[src/rtl/posit_enc_pkg.sv]
package posit_enc_pkg;

  typedef enum logic [1:0] {
    VK_NUM  = 2'd0,
    VK_ZERO = 2'd1,
    VK_NAR  = 2'd2
  } val_kind_e;

  // NaR wins over zero
  function automatic val_kind_e classify(input logic zero, input logic nar);
    if (nar)       return VK_NAR;
    else if (zero) return VK_ZERO;
    else           return VK_NUM;
  endfunction

  function automatic int max_scale(input int n, input int es);
    return (n - 2) << es;
  endfunction

endpackage

[src/rtl/posit_scale_split.sv]
module posit_scale_split
  import posit_enc_pkg::*;
#(
  parameter int N_BITS  = 16,
  parameter int ES_BITS = 1,
  parameter int SCALE_W = 8,
  parameter int KW      = $clog2(N_BITS) + 1
) (
  input  logic signed [SCALE_W-1:0] scale_i,
  output logic signed [KW-1:0]      k_o,
  output logic        [ES_BITS-1:0] exp_o,
  output logic                      clamp_o
);
  localparam int MAXS = max_scale(N_BITS, ES_BITS);
  localparam int MINS = -MAXS;

  int sc_raw;
  int sc;
  int kk;

  always_comb begin
    sc_raw  = int'(scale_i);
    clamp_o = (sc_raw > MAXS) || (sc_raw < MINS);
    if (sc_raw > MAXS)      sc = MAXS;
    else if (sc_raw < MINS) sc = MINS;
    else                    sc = sc_raw;
    kk    = sc >>> ES_BITS;  // floor division
    k_o   = KW'(kk);
    exp_o = sc[ES_BITS-1:0];
  end

  always_comb begin
    p_k_range_r3: assert (int'(k_o) <= N_BITS - 2 && int'(k_o) >= -(N_BITS - 2))
      else $error("k out of range");
    if (!clamp_o)
      p_split_sum_r3: assert ((int'(k_o) << ES_BITS) + int'(exp_o) == sc_raw)
        else $error("scale split mismatch");
  end

endmodule

[src/rtl/posit_regime_packer.sv]
module posit_regime_packer #(
  parameter int N_BITS  = 16,
  parameter int ES_BITS = 1,
  parameter int FRAC_W  = 16,
  parameter int KW      = $clog2(N_BITS) + 1
) (
  input  logic signed [KW-1:0]      k_i,
  input  logic        [ES_BITS-1:0] exp_i,
  input  logic        [FRAC_W-1:0]  frac_i,
  input  logic                      kill_tail_i,
  output logic        [N_BITS-2:0]  body_o,
  output logic                      guard_o,
  output logic                      sticky_o
);
  localparam int TW = ES_BITS + FRAC_W;
  localparam int XW = N_BITS + TW;

  logic [TW-1:0] tail;
  logic [XW-1:0] ext;
  logic [XW-1:0] sh;
  int            amt;

  always_comb begin
    tail = kill_tail_i ? '0 : {exp_i, frac_i};
    if (k_i >= 0) begin
      ext = {{(N_BITS-1){1'b1}}, 1'b0, tail};
      amt = N_BITS - 2 - int'(k_i);
    end else begin
      ext = {{(N_BITS-1){1'b0}}, 1'b1, tail};
      amt = N_BITS - 1 + int'(k_i);
    end
    sh       = ext << amt;
    body_o   = sh[XW-1 -: N_BITS-1];
    guard_o  = sh[XW-N_BITS];
    sticky_o = |sh[XW-N_BITS-1:0];
  end

  always_comb begin
    p_regime_lead_r2: assert (body_o[N_BITS-2] == (k_i >= 0))
      else $error("regime lead bit wrong");
    if (int'(k_i) == N_BITS - 2)
      p_full_run_r8: assert (&body_o && !guard_o)
        else $error("full regime run malformed");
  end

endmodule

[src/rtl/posit_rne_round.sv]
module posit_rne_round #(
  parameter int N_BITS = 16
) (
  input  logic [N_BITS-2:0] body_i,
  input  logic              guard_i,
  input  logic              sticky_i,
  output logic [N_BITS-2:0] mag_o
);
  logic at_max;
  logic inc;

  always_comb begin
    at_max = &body_i;
    inc    = guard_i & (body_i[0] | sticky_i) & ~at_max;
    mag_o  = body_i + {{(N_BITS-2){1'b0}}, inc};
  end

  always_comb begin
    p_round_step_r5: assert (mag_o == body_i || mag_o == body_i + 1'b1)
      else $error("rounding moved more than one code");
    if (body_i != '0)
      p_no_underflow_r6: assert (mag_o != '0) else $error("rounded to zero");
  end

endmodule

[src/rtl/posit_encoder.sv]
module posit_encoder
  import posit_enc_pkg::*;
#(
  parameter int N_BITS  = 16,
  parameter int ES_BITS = 1,
  parameter int FRAC_W  = 16,
  parameter int SCALE_W = 8
) (
  input  logic                      sign_i,
  input  logic signed [SCALE_W-1:0] scale_i,
  input  logic        [FRAC_W-1:0]  frac_i,
  input  logic                      zero_i,
  input  logic                      nar_i,
  output logic        [N_BITS-1:0]  posit_o
);
  localparam int KW = $clog2(N_BITS) + 1;
  localparam logic [N_BITS-1:0] NAR_WORD = {1'b1, {(N_BITS-1){1'b0}}};

  logic signed [KW-1:0]      k_w;
  logic        [ES_BITS-1:0] exp_w;
  logic                      clamp_w;
  logic        [N_BITS-2:0]  body_w;
  logic                      guard_w;
  logic                      sticky_w;
  logic        [N_BITS-2:0]  mag_w;
  logic        [N_BITS-1:0]  pos_w;
  val_kind_e                 kind;

  posit_scale_split #(
    .N_BITS(N_BITS), .ES_BITS(ES_BITS), .SCALE_W(SCALE_W), .KW(KW)
  ) u_split (
    .scale_i (scale_i),
    .k_o     (k_w),
    .exp_o   (exp_w),
    .clamp_o (clamp_w)
  );

  posit_regime_packer #(
    .N_BITS(N_BITS), .ES_BITS(ES_BITS), .FRAC_W(FRAC_W), .KW(KW)
  ) u_pack (
    .k_i         (k_w),
    .exp_i       (exp_w),
    .frac_i      (frac_i),
    .kill_tail_i (clamp_w),
    .body_o      (body_w),
    .guard_o     (guard_w),
    .sticky_o    (sticky_w)
  );

  posit_rne_round #(.N_BITS(N_BITS)) u_round (
    .body_i   (body_w),
    .guard_i  (guard_w),
    .sticky_i (sticky_w),
    .mag_o    (mag_w)
  );

  always_comb begin
    kind  = classify(zero_i, nar_i);
    pos_w = {1'b0, mag_w};
    case (kind)
      VK_NAR:  posit_o = NAR_WORD;
      VK_ZERO: posit_o = '0;
      default: posit_o = sign_i ? (~pos_w + 1'b1) : pos_w;
    endcase
  end

  always_comb begin
    if (kind == VK_NUM) begin
      p_nonzero_out_r6: assert (posit_o != '0 && posit_o != NAR_WORD)
        else $error("nonzero value encoded as zero or NaR");
      p_sign_bit_r7: assert (posit_o[N_BITS-1] == sign_i)
        else $error("sign bit mismatch");
    end
  end

endmodule

[config.mk]
export PLATFORM = sky130hd
export DESIGN_NAME = posit_encoder
export DESIGN_NICKNAME = d
export VERILOG_FILES = /design/src/rtl/posit_enc_pkg.sv /design/src/rtl/posit_scale_split.sv /design/src/rtl/posit_regime_packer.sv /design/src/rtl/posit_rne_round.sv /design/src/rtl/posit_encoder.sv
export SDC_FILE = /design/constraint.sdc
export NUM_CORES = 1
export LEC_CHECK = 0
export CORE_MARGIN = 2
export CORE_UTILIZATION = 60
export DETAILED_ROUTE_END_ITERATION = 8
export PLACE_DENSITY = 0.91
export SLEW_MARGIN = 10
export SYNTH_ARGS = -nofsm -noshare
export SYNTH_HDL_FRONTEND = slang
export SYNTH_SLANG_ARGS = --single-unit
[constraint.sdc]
create_clock -name vclk -period 15.7
set_input_delay 3.14 -clock vclk [all_inputs]
set_output_delay 3.14 -clock vclk [all_outputs]
set_load 0.01 [all_outputs]
# After elaboration in Yosys (flattened, before gate mapping)
# Cells that the tools add are included.
# totals
ff_bits,0
out_inout_bits,16
word_cells,27
# op_classes
n_mux,9
shift,1
n_bitwise,5
n_reduce_logical,3
magnitude_cmp,3
eq_ne,2
n_addsub,4
# op_table
cell,n
$mux 33,1
$shl 33x32->33,1
$mux 32,1
$pmux 16 s2,1
$mux 17,1
$reduce_or 17->1,1
$add 16x1->16 const B,1
$mux 16,1
$not 15->16,1
$add 15x1->15,1
$reduce_and 15->1,1
$mux 6,2
$gt 8x6->1 const B,1
$lt 8x6->1 const B,1
$add 5x5->6 const A,1
$sub 5x5->6 const A,1
$ge 5x1->1 const B,1
$and 1x1->1,2
$eq 2x1->1 const B,1
$eq 2x2->1 const B,1
$mux 2,1
$logic_or 1x1->1,1
$mux 1,1
$not 1->1,1
$or 1x1->1,1

# Logic depth before layout (Yosys ltp)
# Gate-level depths: netlist of run 1.
# logic_depth
ltp_word,15
ltp_mapped,33

# Hierarchy
# From an unflattened synthesis of run 1, not the netlist that was laid out.
# hier_totals
cells_unflattened,368
area_unflattened_um2,2610.0
# by_module_without_submodules
module,cells_each,area_per_inst_um2,n_inst
posit_regime_packer,240,1671.6,1
posit_encoder,63,444.2,1
posit_rne_round,46,370.4,1
posit_scale_split,19,123.9,1

# Least setup slack after synthesis of run 1
# Ideal clock, no wire load.
# synth_path
kind,input -> output
start,in scale_i[7]
end,out posit_o[13]
setup_slack_ns,3.164
t_arrival_ns,9.396
stages,31
cell_sequence,buf_6 -> buf_6 -> o21bai_1 -> o22a_1 -> and3_1 -> clkbuf_1 -> ha_1 -> nor2b_1 -> nor2_2 -> xor2_1 -> buf_2 -> mux4_2 -> a211oi_1 -> o2bb2ai_1 -> mux2i_1 -> or4_1 -> buf_2 -> nor3_1 -> nand4_1 -> o21ai_0 -> nor3_1 -> ha_1 -> ha_1 -> inv_1 -> a2111oi_0 -> nand4_1 -> xnor2_1 -> o2111ai_1 -> or4_1 -> a31o_1 -> a21oi_1
# synth_via
elab_chain_cells,15
elab_cells_between_ends,23
classes_between,4 x add/sub; 3 x order compare; 1 x shift; 7 x mux; 5 x bitwise; 3 x reduce/logical
# synth_lines
item,line,text
start: declaration,posit_encoder.sv:10,"input logic signed [SCALE_W-1:0] scale_i,"
$lt 8x6->1,"posit_scale_split.sv:23, posit_scale_split.sv:25",
$mux 6,posit_scale_split.sv:25,else if (sc_raw < MINS) sc = MINS;
$mux 6,posit_scale_split.sv:24,if (sc_raw > MAXS) sc = MAXS;
$add 5x5->6 (tied with other cells),posit_regime_packer.sv:30,amt = N_BITS - 1 + int'(k_i);
$mux 32 or $mux 33 (tied branches),posit_regime_packer.sv:25,if (k_i >= 0) begin
$shl 33x32->33 *,posit_regime_packer.sv:32,sh = ext << amt;
$reduce_or 17->1,posit_regime_packer.sv:35,sticky_o = |sh[XW-N_BITS-1:0];
$or 1x1->1,posit_rne_round.sv:14,inc = guard_i & (body_i[0] | sticky_i) & ~at_max;
$and 1x1->1 (2 in a row),posit_rne_round.sv:14,
$add 15x1->15 *,posit_rne_round.sv:15,"mag_o = body_i + {{(N_BITS-2){1'b0}}, inc};"
$not 15->16,posit_encoder.sv:63,default: posit_o = sign_i ? (~pos_w + 1'b1) : pos_w;
$add 16x1->16,posit_encoder.sv:63,
$mux 16 *,posit_encoder.sv:63,
$pmux 16 s2 *,posit_encoder.sv:60,case (kind)
end: declaration,posit_encoder.sv:14,output logic [N_BITS-1:0] posit_o
# Every way passes the cells marked *; elsewhere a longest branch is shown, timed or not.

# Final worst setup path of run 1
# layout_path
start,in scale_i[6]
end,out posit_o[13]
# The elaborated chain is that of the path after synthesis.

==> results of run 1 <==
-- cells in the final DEF (no fill, tap or decap), types with 8 or more instances in the layout --
cell type	n
o21ai_0	31
mux2i_1	10
buf_4	8
nor3_1	14
a211oi_1	22
nand3_1	22
clkdlybuf4s50_1	42
inv_1	12
nand4_1	16
nor2_1	39
xnor2_1	10
a21oi_1	25
nand2_1	34
-- timing repair --
action	CTS	global route
resized for setup	0	2
setup buffers	0	0
setup endpoints to repair	0	1
-- final cells by class --
type	count	area, um2
multi-input cells	394	2720
well taps	67	83.8
fillers	417	1420
inverters	12	45.0
repair buffers	51	493
-- per-stage QoR --
| stage | power (mW) | setup slack [ns] | cells | util [%] |
|---|---|---|---|---|
| 2_1_floorplan | 0.132 | 3.16 | 443 | - |
| 3_3_place_gp | 0.169 | 1.38 | 524 | 70.1 |
| 3_5_place_dp | 0.173 | 1.02 | 524 | 70.1 |
| 4_1_cts | 0.174 | 0.939 | 524 | 70.1 |
| 5_1_grt | 0.196 | 0.0863 | 524 | 70.2 |
| 6_report | 0.180 | 0.724 | 524 | 70.2 |
-- final timing paths --
path | from | endpoint | depth (start not counted)
setup / recovery | scale_i[6] | posit_o[13] | 29
hold / removal | nar_i | posit_o[15] | 3
-- routing by layer --
metal | global-route usage [%] | share of wire [%]
met5 | 0 | 0
met4 | 8.53 | 2.4
met2 | 57.2 | 46
met3 | 3.66 | 10
met1 | 46.8 | 41
-- where the power goes --
group	leakage [nW]	total [mW]	internal, mW	switching, mW
Sequential	0	0	0	0
Combinational	1.13	0.180	0.0700	0.110
Clock	0	0	0	0
Total	1.13	0.180	0.0700	0.110
-- kinds of logic after synthesis --
logic type / count (synthesis) / share of synthesized area [%]
AO/OA/AOI/OAI: 168 / 40.4
AND/OR/NAND/NOR: 183 / 33.4
multiplexers: 20 / 9.95
XOR/XNOR: 17 / 5.01
buffers and inverters: 49 / 8.68
adder cells (fa/ha/maj): 6 / 2.53
==> results.txt, run 1 <==
Routed Antenna Nets -> 0
DP Wirelength -> 7100 um
GR Util All Layers -> 34.1%
WL per Instance -> 17.6 um
WP buf/inv -> 4
Slew HR -> 42.4%
Starting Density -> 62.4%
Vias -> 3818
vias per inst -> 7.29
Final Cycle Share -> 95.4%
Ys Warns -> 0
Register Area -> 0 um2
Design Area, Final -> 3340 um2
Yosys cell types -> 78
Mapped Area -> 2970 um2
Crit path largest cell delay -> 0.63 ns
DRT Wirelength -> 9240 um
Final Max Tran Viols -> 0
IO Port Bufs -> 43
critical path's slowest cell -> clkdlybuf4s50_1
most common cell in the netlist -> nor2_1
peak supply drop -> 33.1 uV
fin nets -> 492
setup TNS -> 0 ns
initial antenna violation count -> 0
area post-placement -> 3330 um2
crit-path most repeated cell -> ha_1
Leak Pwr -> 1.13 nW
Syn Nets -> 476
sequential fraction of the synthesis area -> 0%
# DRC -> 0
chip height -> 74.3 um
Worst Tran Pin Value -> 0.860 ns
synth top area cells -> a211oi_1 (5.6%), mux4_2 (5.3%), o21ai_0 (5.2%)
Cell Rows -> 25
clock buffers -> 0
critical path peak fanout -> 12
Crit. End Element -> output pin
worst hold-check path type -> input pin to output pin
Die Area -> 5530 um2
cts hold-fix bufs -> 0
Final Hold Viols -> 0
Hold Slack -> 7.39 ns
antenna cells -> 0
share of the synthesized area in the top cell type -> 5.56%
synthesized instance count -> 443
RSZ-0062 raised after global routing -> false
Pre-antenna DRT Iters -> 7
Post-synth top cells -> nor2_1 (39), nand2_1 (34), o21ai_0 (31), a21oi_1 (25)
gp weighted congestion -> 1.01
PwrDens -> 53.8 nW/um2
Core Box Area -> 4750 um2
Setup violations, final -> 0
share of post-route cells with drive strength above 1 -> 9.85%
Worst Setup Start Kind -> input pin
Largest delay share family, worst path -> simple AND/OR/NAND/NOR gates
largest net degree at the start of global routing -> 28
num sequential -> 0
vias in the first global route -> 3400
gr ovfl total -> 0
Iteration-0 DRC Markers -> 638
status -> complete, no violations
Ports -> 43
Syn-to-layout area delta -> 12.4%
arrival time at the worst endpoint -> 11.84 ns
Crit Path Class -> input pin to output pin
Final Critical Period -> 14.98 ns
global-route wire length before repair -> 15600 um
Die Wd -> 74.3 um
post-synth top area cell -> a211oi_1
max-cap check violation count -> 0
WP data required -> 12.56 ns
fmax -> 0.0668 GHz
synthesized area per cell -> 6.70 um2
Note: power is estimated with default switching activity, not from simulation.
==> run 2, diff against run 1 <==
- REMOVE_ABC_BUFFERS: unset -> 1
==> run 2 against run 1 <==
First-iteration DRC count down 11%. Setup slack better by 0.23 ns. Design area down 0.22%. Global-route usage down 0.63 points. Worst hold slack worse by 0.0052 ns. Combinational power about the same. Clock-buffer cell count unchanged. Via count down 0.39%. Fmax up 1.6%. Sequential cell count unchanged.
==> results.txt, run 2 (synthesized netlist as in run 1, its figures left out) <==
antenna cells -> 0
share of post-route cells with drive strength above 1 -> 9.63%
vias in the first global route -> 3254
Leak Pwr -> 1.12 nW
cts hold-fix bufs -> 0
clock buffers -> 0
DP Wirelength -> 6950 um
RSZ-0062 raised after global routing -> false
pre-CTS WS -> 1.16 ns
Crit Path Class -> input pin to output pin
cell-internal power -> 0.0700 mW
Cell Rows -> 25
Ports -> 43
vias per inst -> 7.26
Final Critical Period -> 14.74 ns
Crit. End Element -> output pin
num sequential -> 0
PwrDens -> 54.0 nW/um2
IO Port Bufs -> 43
Comb pwr share -> 100.0%
global-route wire length before repair -> 15200 um
critical path peak fanout -> 20
Starting Density -> 62.4%
WP data required -> 12.56 ns
Pre-antenna DRT Iters -> 6
most frequent cells in the layout -> clkdlybuf4s50_1 (43), nor2_1 (39), nand2_1 (34)
Worst Setup Start Kind -> input pin
Setup violations, final -> 0
fin nets -> 492
GR Util All Layers -> 33.4%
Resized Gates After CTS -> 0
crit-path most repeated cell -> ha_1
final worst slack -> 0.958 ns
Final Max Tran Viols -> 0
largest net degree at the start of global routing -> 28
Slew HR -> 40.8%
post-CTS setup buffer count -> 0
Sw Pwr -> 0.110 mW
# DRC -> 0
Syn-to-layout area delta -> 12.2%
Final Cycle Share -> 93.9%
Iteration-0 DRC Markers -> 567
Vias -> 3803
initial antenna violation count -> 0
register share of total power -> 0%
chip height -> 74.3 um
peak supply drop -> 30.7 uV
WL per Instance -> 17.4 um
Crit path largest cell delay -> 0.96 ns
switching share of power -> 61.1%
critical path's slowest cell -> clkdlybuf4s50_1
max-cap check violation count -> 0
Die Area -> 5530 um2
gp weighted congestion -> 1.02
status -> complete, no violations
setup TNS -> 0 ns
Register Area -> 0 um2
gr ovfl total -> 0
Die Wd -> 74.3 um
Fill cells -> 392
arrival time at the worst endpoint -> 11.60 ns
DRT Wirelength -> 9130 um
clock power share -> 0%
Worst Tran Pin Value -> 0.884 ns
fmax -> 0.0678 GHz
most common cell after layout, fill and taps aside -> clkdlybuf4s50_1
Final Hold Viols -> 0
Core Box Area -> 4750 um2
worst hold-check path type -> input pin to output pin
Routed Antenna Nets -> 0
[run 2: cell count changes in the layout (fill, tap and decap cells not counted), sizes merged]
cell           delta
dlymetal6s2s      -1
clkdlybuf4s50     +1
[run 2: critical path: cells and delay by family]
kind / cells / cell delay, ns
mux: 2 / 0.74
buf+inv: 4 / 1.89
xor+xnor: 2 / 0.48
fa+ha+maj: 3 / 0.71
simple gates: 10 / 2.47
compound gates: 8 / 2.14
[run 2: stage by stage]
stage	area [um2]	hold WS (ns)	power, mW	util [%]	cells
floorplan	2760	6.39	0.122	-	406
global placement	3330	7.39	0.169	70.1	524
detailed placement	3330	7.40	0.173	70.1	524
CTS	3330	7.40	0.174	70.1	524
global route	3330	7.44	0.195	70.1	524
finish	3330	7.39	0.180	70.1	524
[run 2: layout make-up]
| class | count | area [um2] | share of cell area [%] |
|---|---|---|---|
| Tap cell | 67 | 83.8 | 2.52 |
| Timing Repair Buffer | 51 | 490 | 14.7 |
| Inverter | 12 | 45.0 | 1.35 |
| Multi-Input combinational cell | 394 | 2710 | 81.4 |
[run 2: power by group through the flow]
stage          clock, mW  combinational, mW  sequential, mW
2_1_floorplan          0              0.122               0
3_3_place_gp           0              0.169               0
3_5_place_dp           0              0.173               0
4_1_cts                0              0.174               0
5_1_grt                0              0.195               0
6_report               0              0.180               0
[run 2: layer usage]
layer  vias to the layer above  track usage [%]  share of wire [%]
li1                       1773                -                  -
met4                         0             5.56                2.9
met1                      1681             46.5                 39
met5                         -                0                  0
met3                        54             4.88                 12
met2                       295             56.0                 46
[run 2: path summary, 6_finish.rpt]
path	cells after the start	end	startpoint	slack, ns
setup / recovery	29	posit_o[13]	scale_i[3]	0.96
hold / removal	3	posit_o[15]	nar_i	7.39
==> run 3, diff against run 2 <==
- ABC_AREA: unset -> 1
- CORE_MARGIN: 2 -> unset
- REMOVE_ABC_BUFFERS: 1 -> unset
==> run 3 against run 2 <==
Power increased by 27%. Fmax rose by 12%. Critical path depth rose by 5. Design area fell by 3.7%. Non-clock buffer count down 7. Wire length decreased by 9.6%. Synthesized cell count rose by 26%. Via count fell by 2.3%. Cell count increased by 20%. Die area shrank 6.7%.
==> results.txt, run 3 <==
Fill cells -> 439
synth top area cells -> nand3_1 (27%), nand2_1 (19%), nand3_2 (6.2%)
Crit Path Class -> input pin to output pin
IO Port Bufs -> 43
post-CTS setup buffer count -> 0
Worst Hold Path Cells -> 4
worst hold-check path type -> input pin to output pin
Final Hold Viols -> 0
Worst Setup Start Kind -> input pin
Syn Nets -> 593
pre-CTS WS -> 2.68 ns
Crit. End Element -> output pin
global-route wire length before repair -> 13800 um
Die Wd -> 71.8 um
WP buf/inv -> 7
Setup violations, final -> 0
clock buffers -> 0
synthesized instance count -> 560
initial antenna violation count -> 0
largest family of logic cells by synthesized area -> simple AND/OR/NAND/NOR gates
vias in the first global route -> 3246
Simple-Gate Fraction of Synth Area -> 73.8%
Max Used Layer -> met4
sequential fraction of the synthesis area -> 0%
antenna cells -> 0
Register Area -> 0 um2
gp weighted congestion -> 0.952
Resized Gates After CTS -> 0
Post-synth top cells -> nand3_1 (156), nand2_1 (147), nor2_1 (43), inv_1 (36), nand2_2 (28)
CP Depth -> 34
Routed Antenna Nets -> 0
status -> complete, no violations
gr ovfl total -> 0
Vias -> 3714
Worst Tran Pin Value -> 0.852 ns
Crit path largest cell delay -> 0.69 ns
Adder-Cell Fraction of Synth Area -> 2.57%
worst hold path startpoint -> nar_i
worst hold endpoint -> posit_o[15]
Setup crit start -> scale_i[7]
Core Box Area -> 4690 um2
peak supply drop -> 37.3 uV
Final Critical Period -> 13.16 ns
GR Util All Layers -> 32.0%
most common cell in the netlist -> nand3_1
most common cell after layout, fill and taps aside -> nand3_1
PwrDens -> 71.3 nW/um2
Die Area -> 5160 um2
met2 WL -> 4090 um
fin nets -> 611
cell count after placement -> 630
Iteration-0 DRC Markers -> 259
synthesized area per cell -> 5.22 um2
WL per Instance -> 13.1 um
WP data required -> 12.56 ns
cts hold-fix bufs -> 0
RSZ-0062 raised after global routing -> false
Leak Pwr -> 1.61 nW
# DRC -> 0
Cell Rows -> 25
Post-Synth XOR/XNOR Area -> 0.556%
Met1 Wirelength -> 3450 um
critical path's slowest cell -> nand2_1
max-cap check violation count -> 0
Syn-to-layout area delta -> 9.71%
Ys Warns -> 0
final non-filler cell total -> 630
largest net degree at the start of global routing -> 32
final worst slack -> 2.54 ns
share of post-route cells with drive strength above 1 -> 15.5%
mux cell area share after synthesis -> 0%
Final Max Tran Viols -> 0
fmax -> 0.0760 GHz
crit-path most repeated cell -> nand2_1
Yosys cell types -> 38
setup TNS -> 0 ns
share of the synthesized area in the top cell type -> 26.7%
post-synth top area cell -> nand3_1
Pre-antenna DRT Iters -> 5
num sequential -> 0
post-route total power -> 0.229 mW
Largest delay share family, worst path -> simple AND/OR/NAND/NOR gates
Slew HR -> 43.1%
arrival time at the worst endpoint -> 10.02 ns
Starting Density -> 62.3%
Final Cycle Share -> 83.8%
DRT Wirelength -> 8260 um
vias per inst -> 5.90
DP Wirelength -> 6930 um
Ports -> 43
chip height -> 71.8 um
critical path peak fanout -> 24
compound-cell area share of the yosys netlist -> 8.47%
met3 WL -> 446 um
most frequent cells in the layout -> nand3_1 (156), nand2_1 (147), nor2_1 (43), clkdlybuf4s50_1 (43), inv_1 (36)
Mapped Area -> 2920 um2
[run 3: cell count changes in the layout (fill, tap and decap cells not counted), moves of 14 or more]
cell	before	now
a211oi_1	22	1
inv_1	12	36
inv_2	0	14
nand2_1	34	147
nand2_2	2	28
nand3_1	22	156
nand3_2	2	18
o21ai_0	31	6
[run 3: cells by family (layout without fill, tap and decap cells)]
group | after synthesis | in the layout
AND/OR/NAND/NOR | 429 | 429
XOR/XNOR | 1 | 1
buffers and inverters | 81 | 97
adder cells (fa/ha/maj) | 6 | 6
AO/OA/AOI/OAI | 43 | 43
[run 3: worst max path at each step]
stage | to
after floorplan | posit_o[14]
after global placement | posit_o[14]
after detailed placement | posit_o[14]
after CTS | posit_o[14]
after global routing | posit_o[14]
final | posit_o[14]
[run 3: power breakdown]
group | leakage (nW) | internal (mW) | switching [mW]
Sequential | 0 | 0 | 0
Combinational | 1.61 | 0.0764 | 0.153
Clock | 0 | 0 | 0
[run 3: area by class of cell]
type | count | area, um2 | share of cell area [%]
multi-input cells | 479 | 2500 | 77.8
well taps | 54 | 67.6 | 2.11
repair buffers | 44 | 438 | 13.7
inverters | 53 | 206 | 6.44
[run 3: tightest hold or removal path, stage by stage]
cell             delay, ns
clkdlybuf4s50_1       0.41
inv_1                 0.05
nand2_1               0.04
clkdlybuf4s50_1       0.46
[run 3: per-stage QoR]
stage	util (%)	hold slack, ns	area, um2
final	68.4	7.25	3210
after detailed placement	68.4	7.26	3210
after floorplan	-	6.39	2920
after CTS	68.4	7.26	3210
after global placement	68.4	7.26	3210
after global routing	68.4	7.29	3210
[run 3: layer usage]
layer,vias to the layer above,track usage [%]
li1,1891,-
met4,0,10.2
met2,155,58.8
met5,-,0
met3,23,1.27
met1,1645,39.9
